<file path="config.mk">
export PLATFORM = sky130hd
export DESIGN_NAME = ocmp_timer
export DESIGN_NICKNAME = d
export VERILOG_FILES = /design/src/rtl/ocmp_pkg.sv /design/src/rtl/ocmp_prescale.sv /design/src/rtl/ocmp_channel.sv /design/src/rtl/ocmp_timer.sv
export SDC_FILE = /design/constraint.sdc
export NUM_CORES = 1
export LEC_CHECK = 0
export ABC_CLOCK_PERIOD_IN_PS = 4800
export BUFFER_PORTS_ARGS = -buffer_cell sky130_fd_sc_hd__buf_2
export CAP_MARGIN = 20
export CELL_PAD_IN_SITES_DETAIL_PLACEMENT = 0
export CELL_PAD_IN_SITES_GLOBAL_PLACEMENT = 2
export CORE_ASPECT_RATIO = 1.4
export CORE_MARGIN = 5
export CORE_UTILIZATION = 42
export CTS_CLUSTER_DIAMETER = 150
export CTS_CLUSTER_SIZE = 30
export DETAILED_ROUTE_END_ITERATION = 8
export HOLD_SLACK_MARGIN = 0.1
export PLACE_DENSITY = 0.8
export SLEW_MARGIN = 20
export SYNTH_ARGS = -nofsm -noshare
export SYNTH_HDL_FRONTEND = slang
export SYNTH_SLANG_ARGS = --single-unit
</file>
<file path="constraint.sdc">
create_clock -name clk -period 4.8 [get_ports clk]
set_clock_uncertainty 0.05 [all_clocks]
set_input_delay 0.24 -clock clk [delete_from_list [all_inputs] [get_ports clk]]
set_output_delay 0.24 -clock clk [all_outputs]
set_load 0.02 [all_outputs]
</file>
<file path="src/rtl/ocmp_pkg.sv">
package ocmp_pkg;

  typedef enum logic [1:0] {
    SRC_OFF     = 2'd0,
    SRC_SYS     = 2'd1,
    SRC_SYS_ALT = 2'd2,
    SRC_EXT     = 2'd3
  } clk_src_e;

  typedef enum logic [1:0] {
    ACT_KEEP   = 2'd0,
    ACT_TOGGLE = 2'd1,
    ACT_LOW    = 2'd2,
    ACT_HIGH   = 2'd3
  } pin_act_e;

  localparam logic [1:0] A_CTRL  = 2'd0;
  localparam logic [1:0] A_COUNT = 2'd1;
  localparam logic [1:0] A_CHCTL = 2'd2;
  localparam logic [1:0] A_VALUE = 2'd3;

  // Last prescaler count before a counter step: 2^ps - 1
  function automatic int unsigned div_last(input int unsigned ps);
    return (32'd1 << ps) - 32'd1;
  endfunction

  // Pin level after a match, for a given action
  function automatic logic pin_after(input pin_act_e act, input logic cur);
    case (act)
      ACT_TOGGLE: return ~cur;
      ACT_LOW:    return 1'b0;
      ACT_HIGH:   return 1'b1;
      default:    return cur;
    endcase
  endfunction

endpackage

</file>
<file path="src/rtl/ocmp_prescale.sv">
module ocmp_prescale
  import ocmp_pkg::*;
#(
  parameter int PS_W        = 3,
  parameter int SYNC_STAGES = 2
) (
  input  logic            clk,
  input  logic            rst_n,
  input  logic            ext_clk,
  input  clk_src_e        src,
  input  logic [PS_W-1:0] ps,
  input  logic            clr,
  output logic            adv
);
  localparam int DIV_W = (1 << PS_W) - 1;

  logic [SYNC_STAGES:0] sync_q;
  logic                 ext_rise;
  logic                 tick;
  logic [DIV_W-1:0]     pcnt_q;
  logic [DIV_W-1:0]     lim;
  logic                 at_lim;

  // Synchroniser stages plus one extra flop for edge detection
  always_ff @(posedge clk or negedge rst_n) begin
    if (!rst_n) sync_q <= '0;
    else        sync_q <= {sync_q[SYNC_STAGES-1:0], ext_clk};
  end

  assign ext_rise = sync_q[SYNC_STAGES-1] & ~sync_q[SYNC_STAGES];

  always_comb begin
    case (src)
      SRC_OFF: tick = 1'b0;
      SRC_EXT: tick = ext_rise;
      default: tick = 1'b1;
    endcase
  end

  assign lim    = DIV_W'(div_last(32'(ps)));
  assign at_lim = (pcnt_q >= lim);
  assign adv    = tick && !clr && at_lim;

  always_ff @(posedge clk or negedge rst_n) begin
    if (!rst_n)    pcnt_q <= '0;
    else if (clr)  pcnt_q <= '0;
    else if (tick) pcnt_q <= at_lim ? '0 : pcnt_q + DIV_W'(1);
  end

endmodule

</file>
<file path="src/rtl/ocmp_channel.sv">
module ocmp_channel
  import ocmp_pkg::*;
#(
  parameter int CNT_W = 16
) (
  input  logic             clk,
  input  logic             rst_n,
  input  logic             stopped,
  input  logic             adv,
  input  logic [CNT_W-1:0] cnt,
  input  logic             val_wr,
  input  logic [CNT_W-1:0] val_wdata,
  input  logic             ctl_wr,
  input  logic             ctl_flag_keep,
  input  logic [2:0]       ctl_mode,
  output logic [CNT_W-1:0] buf_q,
  output logic [CNT_W-1:0] active_q,
  output logic             flag_q,
  output logic [2:0]       mode_q,
  output logic             pin_q,
  output logic             match_evt
);
  logic adv_q;

  // Holding buffer: every bus write lands here
  always_ff @(posedge clk or negedge rst_n) begin
    if (!rst_n)      buf_q <= '0;
    else if (val_wr) buf_q <= val_wdata;
  end

  // Active register: follows buffer when stopped, else on counter steps
  always_ff @(posedge clk or negedge rst_n) begin
    if (!rst_n)              active_q <= '0;
    else if (stopped || adv) active_q <= buf_q;
  end

  always_ff @(posedge clk or negedge rst_n) begin
    if (!rst_n) adv_q <= 1'b0;
    else        adv_q <= adv;
  end

  // Compare only right after a step, against the freshly loaded value
  assign match_evt = adv_q && mode_q[2] && (cnt == active_q);

  always_ff @(posedge clk or negedge rst_n) begin
    if (!rst_n)                         flag_q <= 1'b0;
    else if (match_evt)                 flag_q <= 1'b1;
    else if (ctl_wr && !ctl_flag_keep)  flag_q <= 1'b0;
  end

  always_ff @(posedge clk or negedge rst_n) begin
    if (!rst_n)      mode_q <= '0;
    else if (ctl_wr) mode_q <= ctl_mode;
  end

  always_ff @(posedge clk or negedge rst_n) begin
    if (!rst_n)         pin_q <= 1'b0;
    else if (match_evt) pin_q <= pin_after(pin_act_e'(mode_q[1:0]), pin_q);
  end

endmodule

</file>
<file path="src/rtl/ocmp_timer.sv">
module ocmp_timer
  import ocmp_pkg::*;
#(
  parameter int CNT_W       = 16,
  parameter int PS_W        = 3,
  parameter int SYNC_STAGES = 2
) (
  input  logic             clk,
  input  logic             rst_n,
  input  logic             ext_clk,
  input  logic [1:0]       bus_addr,
  input  logic             bus_wr,
  input  logic [CNT_W-1:0] bus_wdata,
  output logic [CNT_W-1:0] bus_rdata,
  output logic             ch_out
);
  localparam int SRC_LSB = PS_W;

  logic             wr_ctrl, wr_cnt, wr_chctl, wr_val;
  clk_src_e         src_q;
  logic [PS_W-1:0]  ps_q;
  logic [CNT_W-1:0] cnt_q;
  logic             adv;
  logic [CNT_W-1:0] buf_q, active_q;
  logic             flag_q, match_evt;
  logic [2:0]       mode_q;

  assign wr_ctrl  = bus_wr && (bus_addr == A_CTRL);
  assign wr_cnt   = bus_wr && (bus_addr == A_COUNT);
  assign wr_chctl = bus_wr && (bus_addr == A_CHCTL);
  assign wr_val   = bus_wr && (bus_addr == A_VALUE);

  always_ff @(posedge clk or negedge rst_n) begin
    if (!rst_n) begin
      src_q <= SRC_OFF;
      ps_q  <= '0;
    end else if (wr_ctrl) begin
      src_q <= clk_src_e'(bus_wdata[SRC_LSB+1:SRC_LSB]);
      ps_q  <= bus_wdata[PS_W-1:0];
    end
  end

  always_ff @(posedge clk or negedge rst_n) begin
    if (!rst_n)      cnt_q <= '0;
    else if (wr_cnt) cnt_q <= '0;
    else if (adv)    cnt_q <= cnt_q + CNT_W'(1);
  end

  ocmp_prescale #(.PS_W(PS_W), .SYNC_STAGES(SYNC_STAGES)) u_pre (
    .clk     (clk),
    .rst_n   (rst_n),
    .ext_clk (ext_clk),
    .src     (src_q),
    .ps      (ps_q),
    .clr     (wr_cnt),
    .adv     (adv)
  );

  ocmp_channel #(.CNT_W(CNT_W)) u_ch (
    .clk           (clk),
    .rst_n         (rst_n),
    .stopped       (src_q == SRC_OFF),
    .adv           (adv),
    .cnt           (cnt_q),
    .val_wr        (wr_val),
    .val_wdata     (bus_wdata),
    .ctl_wr        (wr_chctl),
    .ctl_flag_keep (bus_wdata[7]),
    .ctl_mode      (bus_wdata[4:2]),
    .buf_q         (buf_q),
    .active_q      (active_q),
    .flag_q        (flag_q),
    .mode_q        (mode_q),
    .pin_q         (ch_out),
    .match_evt     (match_evt)
  );

  always_comb begin
    case (bus_addr)
      A_CTRL:  bus_rdata = CNT_W'({src_q, ps_q});
      A_COUNT: bus_rdata = cnt_q;
      A_CHCTL: bus_rdata = CNT_W'({flag_q, 2'b00, mode_q, 2'b00});
      default: bus_rdata = buf_q;
    endcase
  end

endmodule

</file>
==> results.py, run 1 <==
metrics = {
    "status": {
        "status": "finished, final reports clean",
    },
    "power_and_ir_drop": {
        "switching_share_pct": 33.1,
        "p_sw_uw": 712,
        "ir_drop_uv": 370,
        "combinationalPowerShare_pct": 29.9,
        "power.total_mw": 2.15,
        "p_leak_nw": 1.93,
        "power.density_nw_per_um2": 494,
        "p_int_mw": 1.44,
        "seqPwrFrac_pct": 39.5,
        "p_clk_share_pct": 30.6,
    },
    "critical_path": {
        "worstReg2RegEnd": "u_ch.active_q[14]",
        "reg2reg_depth": 8,
        "critPathMaxStageDelay_ns": 0.73,
        "endpoint_kind": "register",
        "slowest_stage": "o21ai_2",
        "critPathTopFamily": "compound AO/OA/AOI/OAI gates",
        "crit_required_ns": 4.96,
        "r2r-start": "ps_q[1]",
        "crit_type": "register to register",
        "cp_data_arrival_time_ns": 3.09,
        "r2r_slack_ns": 1.87,
        "worst_path_most_repeated_cell": "o21ai_2",
        "crit_path_max_fanout": 28,
        "path_buf_inv": 1,
        "crit_chain": "or3_1 -> ha_1 -> nor2b_1 -> o21ai_2 -> a21oi_2 -> buf_4 -> o21ai_2 -> mux2_2",
        "start_kind": "register",
    },
    "timing": {
        "finalSetupViolations": 0,
        "maxSlewViolCount": 0,
        "rsz0062_at_grt": "false",
        "max_freq_mhz": 341,
        "fin_setup_tns_ns": 0,
        "hold_viol": 0,
        "slew_headroom_pct": 39.6,
        "worst_slew_pin_slew_ns": 0.903,
        "fin_crit_ns": 2.93,
        "finalCritPeriodShare_pct": 61.0,
    },
    "logic_synthesis": {
        "synthAdderAreaFrac_pct": 3.06,
        "synthFlopType": "dfrtp_1",
        "synth_area_leaders": "dfrtp_1 (47%), mux2_2 (12%), mux2i_1 (3.3%), xnor2_1 (3.1%), ha_1 (3.1%)",
        "synth_top_family_by_area": "multiplexers",
        "yosysWarnings": 0,
        "async_reset_ff_share_pct": 100,
        "ys_seq_area_share_pct": 46.9,
        "synth-compound-area-share_pct": 10.9,
        "synth_cell_types": 50,
        "synth_top_cell_by_area": "dfrtp_1",
        "ys_seq_elements": 69,
        "synth_simple_gate_area_share_pct": 14.9,
        "synth_cells": 327,
        "netlist.area_leader.share_pct": 46.9,
        "syn-num-nets": 358,
        "synth_xor_area_share_pct": 4.28,
        "synth-edff-count": 0,
        "synth_mux_area_share_pct": 17.4,
        "mappedNetlistArea_um2": 3680,
        "syn_avg_cell_area_um2": 11.3,
    },
    "routing": {
        "num_vias": 2715,
        "drc": 0,
        "wl_per_cell_um": 17.9,
        "dr.pass1.iters": 4,
        "drt_iter0_drc": 101,
        "ant_nets": 0,
        "routed_wirelength_um": 8690,
        "via_per_inst": 5.61,
    },
    "clocking": {
        "cts_tree": "done",
        "post_cts_buffers": 0,
        "cts_made_buffers": 9,
        "clk_path_buf_depth": 2,
        "cts_resized": 0,
        "cts-root-buf": "clkbuf_16",
        "ctsHoldBuffers": 11,
        "clk_pin_slew_ns": 0.06,
        "h-tree-depth": 3,
        "insertion_delay_ns": 0.33,
        "clkSinkCount": 69,
    },
    "cells_and_area": {
        "syn2layout_area_growth_pct": 18.3,
        "mostFrequentLayoutCells": "dfrtp_1 (69), mux2_2 (40), buf_2 (38)",
        "drive_above_1_share_pct": 29.0,
        "seqCellArea_um2": 1730,
        "layout_commonest_cell": "dfrtp_1",
        "antenna_cells": 0,
        "nNetsFinal": 406,
        "filler_cell_count": 787,
        "multi_input_area_um2": 1860,
    },
    "global_routing": {
        "grt_start_max_net_pins": 70,
        "grt_pass1_wl_um": 14400,
        "overflow": 0,
        "grt_pass1_vias": 2756,
        "track_usage_pct": 17.7,
        "antenna_found_initial": 0,
    },
    "die": {
        "pin_count": 39,
        "die_h_um": 121,
        "start_util_pct": 43.0,
        "fp.coreArea_um2": 8560,
        "dieWidth_um": 89.1,
        "dieArea_um2": 10800,
        "rows": 40,
    },
    "place": {
        "hpwl_um": 6080,
        "portBuffers": 38,
        "gp_congestion": 0.766,
    },
    "min_path": {
        "hp-class": "input port to asynchronous set/reset pin",
    },
    "run": {
        "cap_viol_max_count": 0,
    },
}
==> flip-flops by register name, summed over array words and instances, names as in the netlist <==
name	count
u_ch.active_q	16
u_ch.mode_q	3
u_ch.adv_q	1
u_ch.pin_q	1
ps_q	3
u_ch.flag_q	1
src_q	2
u_pre.sync_q	3
u_ch.buf_q	16
cnt_q	16
u_pre.pcnt_q	7
==> Yosys cell counts, types with 2 or more instances <==
master and number:
dfrtp_1 69, mux2_2 40, nand2_1 21, a21oi_1 16
nor2b_1 15, nor2_1 13, xnor2_1 13, mux2i_1 12
nand3_1 12, o21ai_0 12, a31oi_1 9, ha_1 9
o31ai_1 9, or4_1 9, clkbuf_1 7, nand4_1 5
xor2_1 5, and3_1 4, buf_2 4, a41o_1 3
inv_1 3, or3_1 3, a31o_2 2, and4_1 2
buf_6 2, mux4_2 2, o21ai_2 2, o311ai_0 2
==> how the worst max path moves through the flow <==
stage | startpoint | endpoint | slack, ns | depth (start not counted)
final | ps_q[1] | u_ch.active_q[14] | 1.87 | 8
after global routing | ps_q[1] | u_ch.active_q[14] | 1.76 | 8
after CTS | ps_q[1] | u_ch.active_q[14] | 1.87 | 8
after detailed placement | ps_q[1] | u_ch.active_q[14] | 1.89 | 8
after global placement | ps_q[1] | u_ch.active_q[15] | 1.93 | 8
after floorplan | ps_q[1] | u_ch.active_q[10] | 2.44 | 8
==> power groups by stage <==
stage	clock (mW)	sequential [mW]	combinational [mW]
3_3_place_gp	0	0.856	0.627
2_1_floorplan	0	0.818	0.513
5_1_grt	0.702	0.871	0.714
6_report	0.657	0.850	0.643
3_5_place_dp	0	0.860	0.642
4_1_cts	0.675	0.850	0.652
==> cell type report <==
type	count	area share (%)
inverter	3	0.259
timing repair buffer	52	7.41
tap	105	3.02
clock inverter	5	1.38
sequential	69	39.6
multi-input combinational	240	42.8
clock buffer	10	5.49
==> metrics by stage <==
step,cell area (um2),setup WS (ns),hold slack [ns],util [%],instances
after floorplan,3680,2.44,-0.106,-,327
after global placement,3950,1.93,0.285,46.1,458
after detailed placement,3950,1.89,0.286,46.1,458
after CTS,4360,1.87,0.100,50.9,484
after global routing,4360,1.76,0.118,50.9,484
final,4360,1.87,0.0409,50.9,484
==> worst reg2reg max path: cells and delay by family (launching register included) <==
kind	cells	cell delay, ns
AOI/OAI and AO/OA	3	0.96
DFF	1	0.45
and+or+nand+nor	2	0.43
muxes	1	0.43
adders and majority gates	1	0.28
buffers and inverters	1	0.22
==> kinds of logic after synthesis <==
logic type,Yosys count
adders and majority gates,9
xor gates and xnor gates,18
muxes,55
DFF,69
buffers and inverters,18
AOI/OAI and AO/OA,62
and+or+nand+nor,96
==> layer usage <==
| layer | wire length, um | vias up | track usage, % | part of all wire [%] |
|---|---|---|---|---|
| li1 | - | 1318 | - | - |
| met3 | 278 | 10 | 3.48 | 3.2 |
| met1 | 3820 | 1341 | 22.3 | 44 |
| met2 | 4480 | 46 | 30.3 | 52 |
| met5 | 0 | - | 0 | 0 |
| met4 | 112 | 0 | 5.03 | 1.3 |
Note: power is estimated with default switching activity, not from simulation.
==> run 2, diff against run 1 <==
--- a/config.mk
+++ b/config.mk
@@ -5,19 +5,19 @@
 export SDC_FILE = /design/constraint.sdc
 export NUM_CORES = 1
 export LEC_CHECK = 0
-export ABC_CLOCK_PERIOD_IN_PS = 4800
+export ABC_CLOCK_PERIOD_IN_PS = 2500
 export BUFFER_PORTS_ARGS = -buffer_cell sky130_fd_sc_hd__buf_2
 export CAP_MARGIN = 20
 export CELL_PAD_IN_SITES_DETAIL_PLACEMENT = 0
 export CELL_PAD_IN_SITES_GLOBAL_PLACEMENT = 2
 export CORE_ASPECT_RATIO = 1.4
 export CORE_MARGIN = 5
-export CORE_UTILIZATION = 42
+export CORE_UTILIZATION = 35
 export CTS_CLUSTER_DIAMETER = 150
 export CTS_CLUSTER_SIZE = 30
 export DETAILED_ROUTE_END_ITERATION = 8
 export HOLD_SLACK_MARGIN = 0.1
-export PLACE_DENSITY = 0.8
+export PLACE_DENSITY = 0.71
 export SLEW_MARGIN = 20
 export SYNTH_ARGS = -nofsm -noshare
 export SYNTH_HDL_FRONTEND = slang
==> constraint.sdc (replaced) <==
create_clock -name clk -period 2.5 [get_ports clk]
set_clock_uncertainty 0.05 [all_clocks]
set_input_delay 0.125 -clock clk [delete_from_list [all_inputs] [get_ports clk]]
set_output_delay 0.125 -clock clk [all_outputs]
set_load 0.02 [all_outputs]
==> run 2 against run 1 <==
Setup slack worse by 1.6 ns. Sequential share of layout area is 2.3 points lower. Largest cell class unchanged. Final area is 6.1% higher. Critical path depth stayed put. Critical endpoint is now cnt_q[3]. Wire length is 6.1% higher. Register-to-register slack worse by 1.6 ns. Via count is 1.9% higher. Total power is 100% higher. Utilization is 6.2 points lower. Sequential power is 88% higher.
==> results.py, run 2 (synthesis gave the netlist of run 1 again) <==
metrics = {
    "timing": {
        "maxSlewViolCount": 0,
        "rsz0062_at_grt": "false",
        "finalCritPeriodShare_pct": 91.1,
        "hold_viol": 0,
        "max_freq_mhz": 439,
        "finalSetupViolations": 0,
        "fin_setup_tns_ns": 0,
        "worst_slew_pin_slew_ns": 0.740,
        "slew_headroom_pct": 50.7,
        "fin_crit_ns": 2.28,
    },
    "critical_path": {
        "start_kind": "register",
        "cp_data_arrival_time_ns": 2.48,
        "crit_required_ns": 2.70,
        "crit_path_max_fanout": 27,
        "endpoint_kind": "register",
        "r2r_slack_ns": 0.22,
        "crit_type": "register to register",
    },
    "cells_and_area": {
        "layout_commonest_cell": "dfrtp_1",
        "top_regs": "cnt_q: 16 flops, u_ch.active_q: 16 flops, u_ch.buf_q: 16 flops",
        "final_util_pct": 44.6,
        "mostFrequentLayoutCells": "dfrtp_1 (69), mux2_2 (40), buf_2 (38)",
        "antenna_cells": 0,
        "nNetsFinal": 425,
        "syn2layout_area_growth_pct": 25.5,
        "drive_above_1_share_pct": 30.4,
    },
    "clocking": {
        "cts-root-buf": "clkbuf_16",
        "clk_path_buf_depth": 2,
        "clk_pin_slew_ns": 0.05,
        "h-tree-depth": 3,
        "insertion_delay_ns": 0.33,
        "cts_tree": "done",
        "cts_made_buffers": 9,
        "clkSinkCount": 69,
    },
    "power_and_ir_drop": {
        "ir_drop_uv": 780,
        "p_leak_nw": 2.05,
        "power.density_nw_per_um2": 949,
        "combinationalPowerShare_pct": 31.9,
        "p_sw_mw": 1.40,
        "p_int_mw": 2.99,
        "p_clk_share_pct": 31.5,
        "switching_share_pct": 31.8,
        "seqPwrFrac_pct": 36.5,
    },
    "routing": {
        "routed_wirelength_um": 9220,
        "route.met3.wl_um": 294,
        "drc": 0,
        "ant_nets": 0,
        "drt_iter0_drc": 75,
        "dr.pass1.iters": 4,
        "num_vias": 2766,
        "wl_met2_um": 4780,
        "drt-met1-wl_um": 3990,
        "wl_per_cell_um": 17.2,
        "via_per_inst": 5.16,
        "top_layer": "met4",
    },
    "global_routing": {
        "overflow": 0,
        "track_usage_pct": 15.7,
        "grt_pass1_vias": 2967,
        "antenna_found_initial": 0,
        "grt_start_max_net_pins": 40,
        "grt_pass1_wl_um": 16000,
    },
    "die": {
        "die_h_um": 131,
        "fp.coreArea_um2": 10300,
        "dieWidth_um": 96.7,
        "dieArea_um2": 12700,
        "pin_count": 39,
        "rows": 44,
        "start_util_pct": 35.6,
    },
    "min_path": {
        "hp-class": "input port to register",
    },
    "status": {
        "status": "finished, final reports clean",
    },
    "place": {
        "hpwl_um": 6720,
        "gp_congestion": 0.746,
        "portBuffers": 38,
    },
    "run": {
        "cap_viol_max_count": 0,
    },
}
## run 2: repair_timing
item / CTS / global route
gates resized for setup: 0 / 0
endpoints found under the hold margin: 56 / 0
setup buffers: 0 / 0
hold buffers: 18 / 0
## run 2: worst max-delay path, cell delays in order, from the launching register on
cell	delay, ns
dfrtp_1	0.37
or3_1	0.37
ha_1	0.28
nor2b_1	0.05
o21ai_2	0.16
a21oi_2	0.10
buf_12	0.17
or4_1	0.50
a21oi_1	0.15
## run 2: layout make-up
cell class,count,area (um2)
tap,138,173
multi-input combinational,240,1860
timing repair buffer,71,520
fill,1023,5730
inverter,3,11.3
clock inverter,3,68.8
clock buffer,12,256
sequential,69,1730
## run 2: per-layer routing
metal  up-vias  GRT usage (%)
met2        41           26.4
met4         0           5.15
li1       1345              -
met5         -              0
met1      1369           19.7
met3        11           3.82
## run 2: worst paths after layout
| check | from | to | cells after the start |
|---|---|---|---|
| max | ps_q[0] | cnt_q[3] | 8 |
| min | bus_wr | cnt_q[0] | 3 |
| max reg2reg | ps_q[0] | cnt_q[3] | 8 |
| min reg2reg | u_pre.sync_q[0] | u_pre.sync_q[1] | 0 |
| max in group asynchronous | rst_n | u_pre.pcnt_q[1] | 3 |
| min in group asynchronous | rst_n | u_pre.sync_q[0] | 2 |
## run 2: stage by stage
| step | worst slack [ns] | power, mW | std cells | hold slack (ns) | instance area (um2) |
|---|---|---|---|---|---|
| floorplan | 0.145 | 2.56 | 327 | -0.221 | 3680 |
| global placement | 0.279 | 2.99 | 503 | 0.183 | 4120 |
| detailed placement | 0.229 | 3.02 | 503 | 0.173 | 4120 |
| CTS | 0.215 | 4.45 | 536 | 0.227 | 4620 |
| global route | 0.0414 | 4.67 | 536 | 0.272 | 4620 |
| finish | 0.224 | 4.39 | 536 | 0.231 | 4620 |
## run 2: power by group through the flow
stage / Sequential (mW) / Clock [mW] / Combinational (mW)
floorplan: 1.57 / 0 / 0.984
global placement: 1.61 / 0 / 1.38
detailed placement: 1.63 / 0 / 1.40
CTS: 1.61 / 1.41 / 1.42
global route: 1.65 / 1.47 / 1.56
finish: 1.60 / 1.38 / 1.40
==> run 3, diff against run 2 <==
--- a/config.mk
+++ b/config.mk
@@ -10,7 +10,6 @@
 export CAP_MARGIN = 20
 export CELL_PAD_IN_SITES_DETAIL_PLACEMENT = 0
 export CELL_PAD_IN_SITES_GLOBAL_PLACEMENT = 2
-export CORE_ASPECT_RATIO = 1.4
 export CORE_MARGIN = 5
 export CORE_UTILIZATION = 35
 export CTS_CLUSTER_DIAMETER = 150
==> run 3 against run 2 <==
First-iteration DRC count up 57%. Register-to-register slack lost 0.07 ns. Critical path type unchanged. Combinational power decreased by 3%. Wire length shrank 0.12%. Flip-flop and latch count stayed put. Final area shrank 3.5%.
==> results.py, run 3 (synthesis gave the netlist of run 1 again) <==
metrics = {
    "timing": {
        "holdWs_ns": 0.264,
        "hold_viol": 0,
        "slew_headroom_pct": 64.5,
        "maxSlewViolCount": 0,
        "setup_slack_ns": 0.156,
        "fin_setup_tns_ns": 0,
        "rsz0062_at_grt": "false",
        "max_freq_mhz": 427,
        "finalCritPeriodShare_pct": 93.8,
        "worst_slew_pin_slew_ns": 0.527,
        "finalSetupViolations": 0,
        "fin_crit_ns": 2.34,
    },
    "clocking": {
        "insertion_delay_ns": 0.35,
        "cts-root-buf": "clkbuf_8",
        "post_cts_buffers": 0,
        "cts_made_buffers": 9,
        "clkSinkCount": 69,
        "clk_path_buf_depth": 2,
        "clk_pin_slew_ns": 0.09,
        "h-tree-depth": 3,
        "cts_tree": "done",
    },
    "cells_and_area": {
        "drive_above_1_share_pct": 30.6,
        "syn2layout_area_growth_pct": 21.0,
        "top_regs": "cnt_q: 16 flops, u_ch.active_q: 16 flops, u_ch.buf_q: 16 flops",
        "nNetsFinal": 422,
        "mostFrequentLayoutCells": "dfrtp_1 (68), mux2_2 (40), buf_2 (38)",
        "antenna_cells": 0,
        "layout_commonest_cell": "dfrtp_1",
        "filler_cell_count": 998,
    },
    "place": {
        "hpwl_um": 6500,
        "gp_congestion": 0.748,
        "pre_cts_slack_ns": 0.180,
        "portBuffers": 38,
    },
    "global_routing": {
        "met1_usage_pct": 20.7,
        "busiest_layer": "met2",
        "antenna_found_initial": 0,
        "grt_pass1_vias": 2936,
        "use_met3_pct": 3.29,
        "grt_pass1_wl_um": 15500,
        "met2_usage_pct": 24.1,
        "track_usage_pct": 15.2,
        "grt_start_max_net_pins": 70,
        "overflow": 0,
    },
    "critical_path": {
        "crit_path_max_fanout": 27,
        "endpoint_kind": "register",
        "crit_type": "register to register",
        "cp_data_arrival_time_ns": 2.57,
        "crit_required_ns": 2.72,
        "start_kind": "register",
    },
    "die": {
        "rows": 37,
        "pin_count": 39,
        "dieWidth_um": 113,
        "die_h_um": 113,
        "dieArea_um2": 12700,
        "start_util_pct": 35.8,
        "fp.coreArea_um2": 10300,
    },
    "routing": {
        "routed_wirelength_um": 9200,
        "dr.pass1.iters": 4,
        "num_vias": 2805,
        "via_per_inst": 5.27,
        "drc": 0,
        "drt_iter0_drc": 118,
        "ant_nets": 0,
        "wl_per_cell_um": 17.3,
    },
    "power_and_ir_drop": {
        "p_leak_nw": 1.96,
        "ir_drop_uv": 372,
        "power.density_nw_per_um2": 860,
    },
    "min_path": {
        "hp-class": "input port to register",
    },
    "status": {
        "status": "finished, final reports clean",
    },
    "run": {
        "cap_viol_max_count": 0,
    },
}
==> run 3: final timing paths <==
path                                  from                end  slack, ns  cells after the start
max                                ps_q[2]           cnt_q[8]       0.16                      8
min reg2reg                u_pre.sync_q[0]    u_pre.sync_q[1]       0.30                      0
min in group asynchronous            rst_n    u_pre.pcnt_q[6]       0.27                      3
min                                 bus_wr     u_ch.mode_q[0]       0.26                      3
max in group asynchronous            rst_n  u_ch.active_q[10]       1.81                      3
max reg2reg                        ps_q[2]           cnt_q[8]       0.16                      8
==> run 3: what timing repair did <==
action	4_1_cts	5_1_grt
hold buffers	18	0
gates resized for setup	0	1
endpoints found under the hold margin	95	0
endpoints found under the setup margin	0	1
==> run 3: where the power goes <==
| part | total, mW | leakage [nW] | internal (mW) | switching [mW] |
|---|---|---|---|---|
| combinational | 1.36 | 1.01 | 0.661 | 0.699 |
| sequential | 1.62 | 0.865 | 1.39 | 0.230 |
| clock | 0.858 | 0.0811 | 0.392 | 0.466 |
| total | 3.83 | 1.96 | 2.44 | 1.39 |
==> run 3: critical path: stages (launching register included) <==
cell and delay (ns):
dfrtp_2 0.46, or3_1 0.33, ha_1 0.28, nor2b_1 0.05, o21ai_2 0.16, a21oi_2 0.10
buf_12 0.17, or4_1 0.51, a21oi_1 0.15
==> run 3: per-layer routing <==
| layer | share of wire [%] | routed length [um] |
|---|---|---|
| met2 | 47 | 4340 |
| met3 | 3.1 | 289 |
| met5 | 0 | 0 |
| met4 | 1.2 | 110 |
| met1 | 48 | 4460 |
==> run 3: cell type report <==
cell class	count	area (um2)	share of cell area, %
Sequential cell	69	1730	38.8
Tap cell	136	170	3.82
Clock inverter	6	47.5	1.07
Clock buffer	10	138	3.09
Multi-Input combinational cell	240	1860	41.8
Inverter	3	11.3	0.253
Timing Repair Buffer	68	498	11.2
==> run 3: stage by stage <==
| stage | cell area (um2) | power, mW | std cells | util (%) |
|---|---|---|---|---|
| 2_1_floorplan | 3680 | 2.56 | 327 | - |
| 3_3_place_gp | 4090 | 2.97 | 498 | 39.8 |
| 3_5_place_dp | 4090 | 3.00 | 498 | 39.8 |
| 4_1_cts | 4460 | 3.89 | 532 | 43.4 |
| 5_1_grt | 4460 | 4.09 | 532 | 43.4 |
| 6_report | 4460 | 3.83 | 532 | 43.4 |
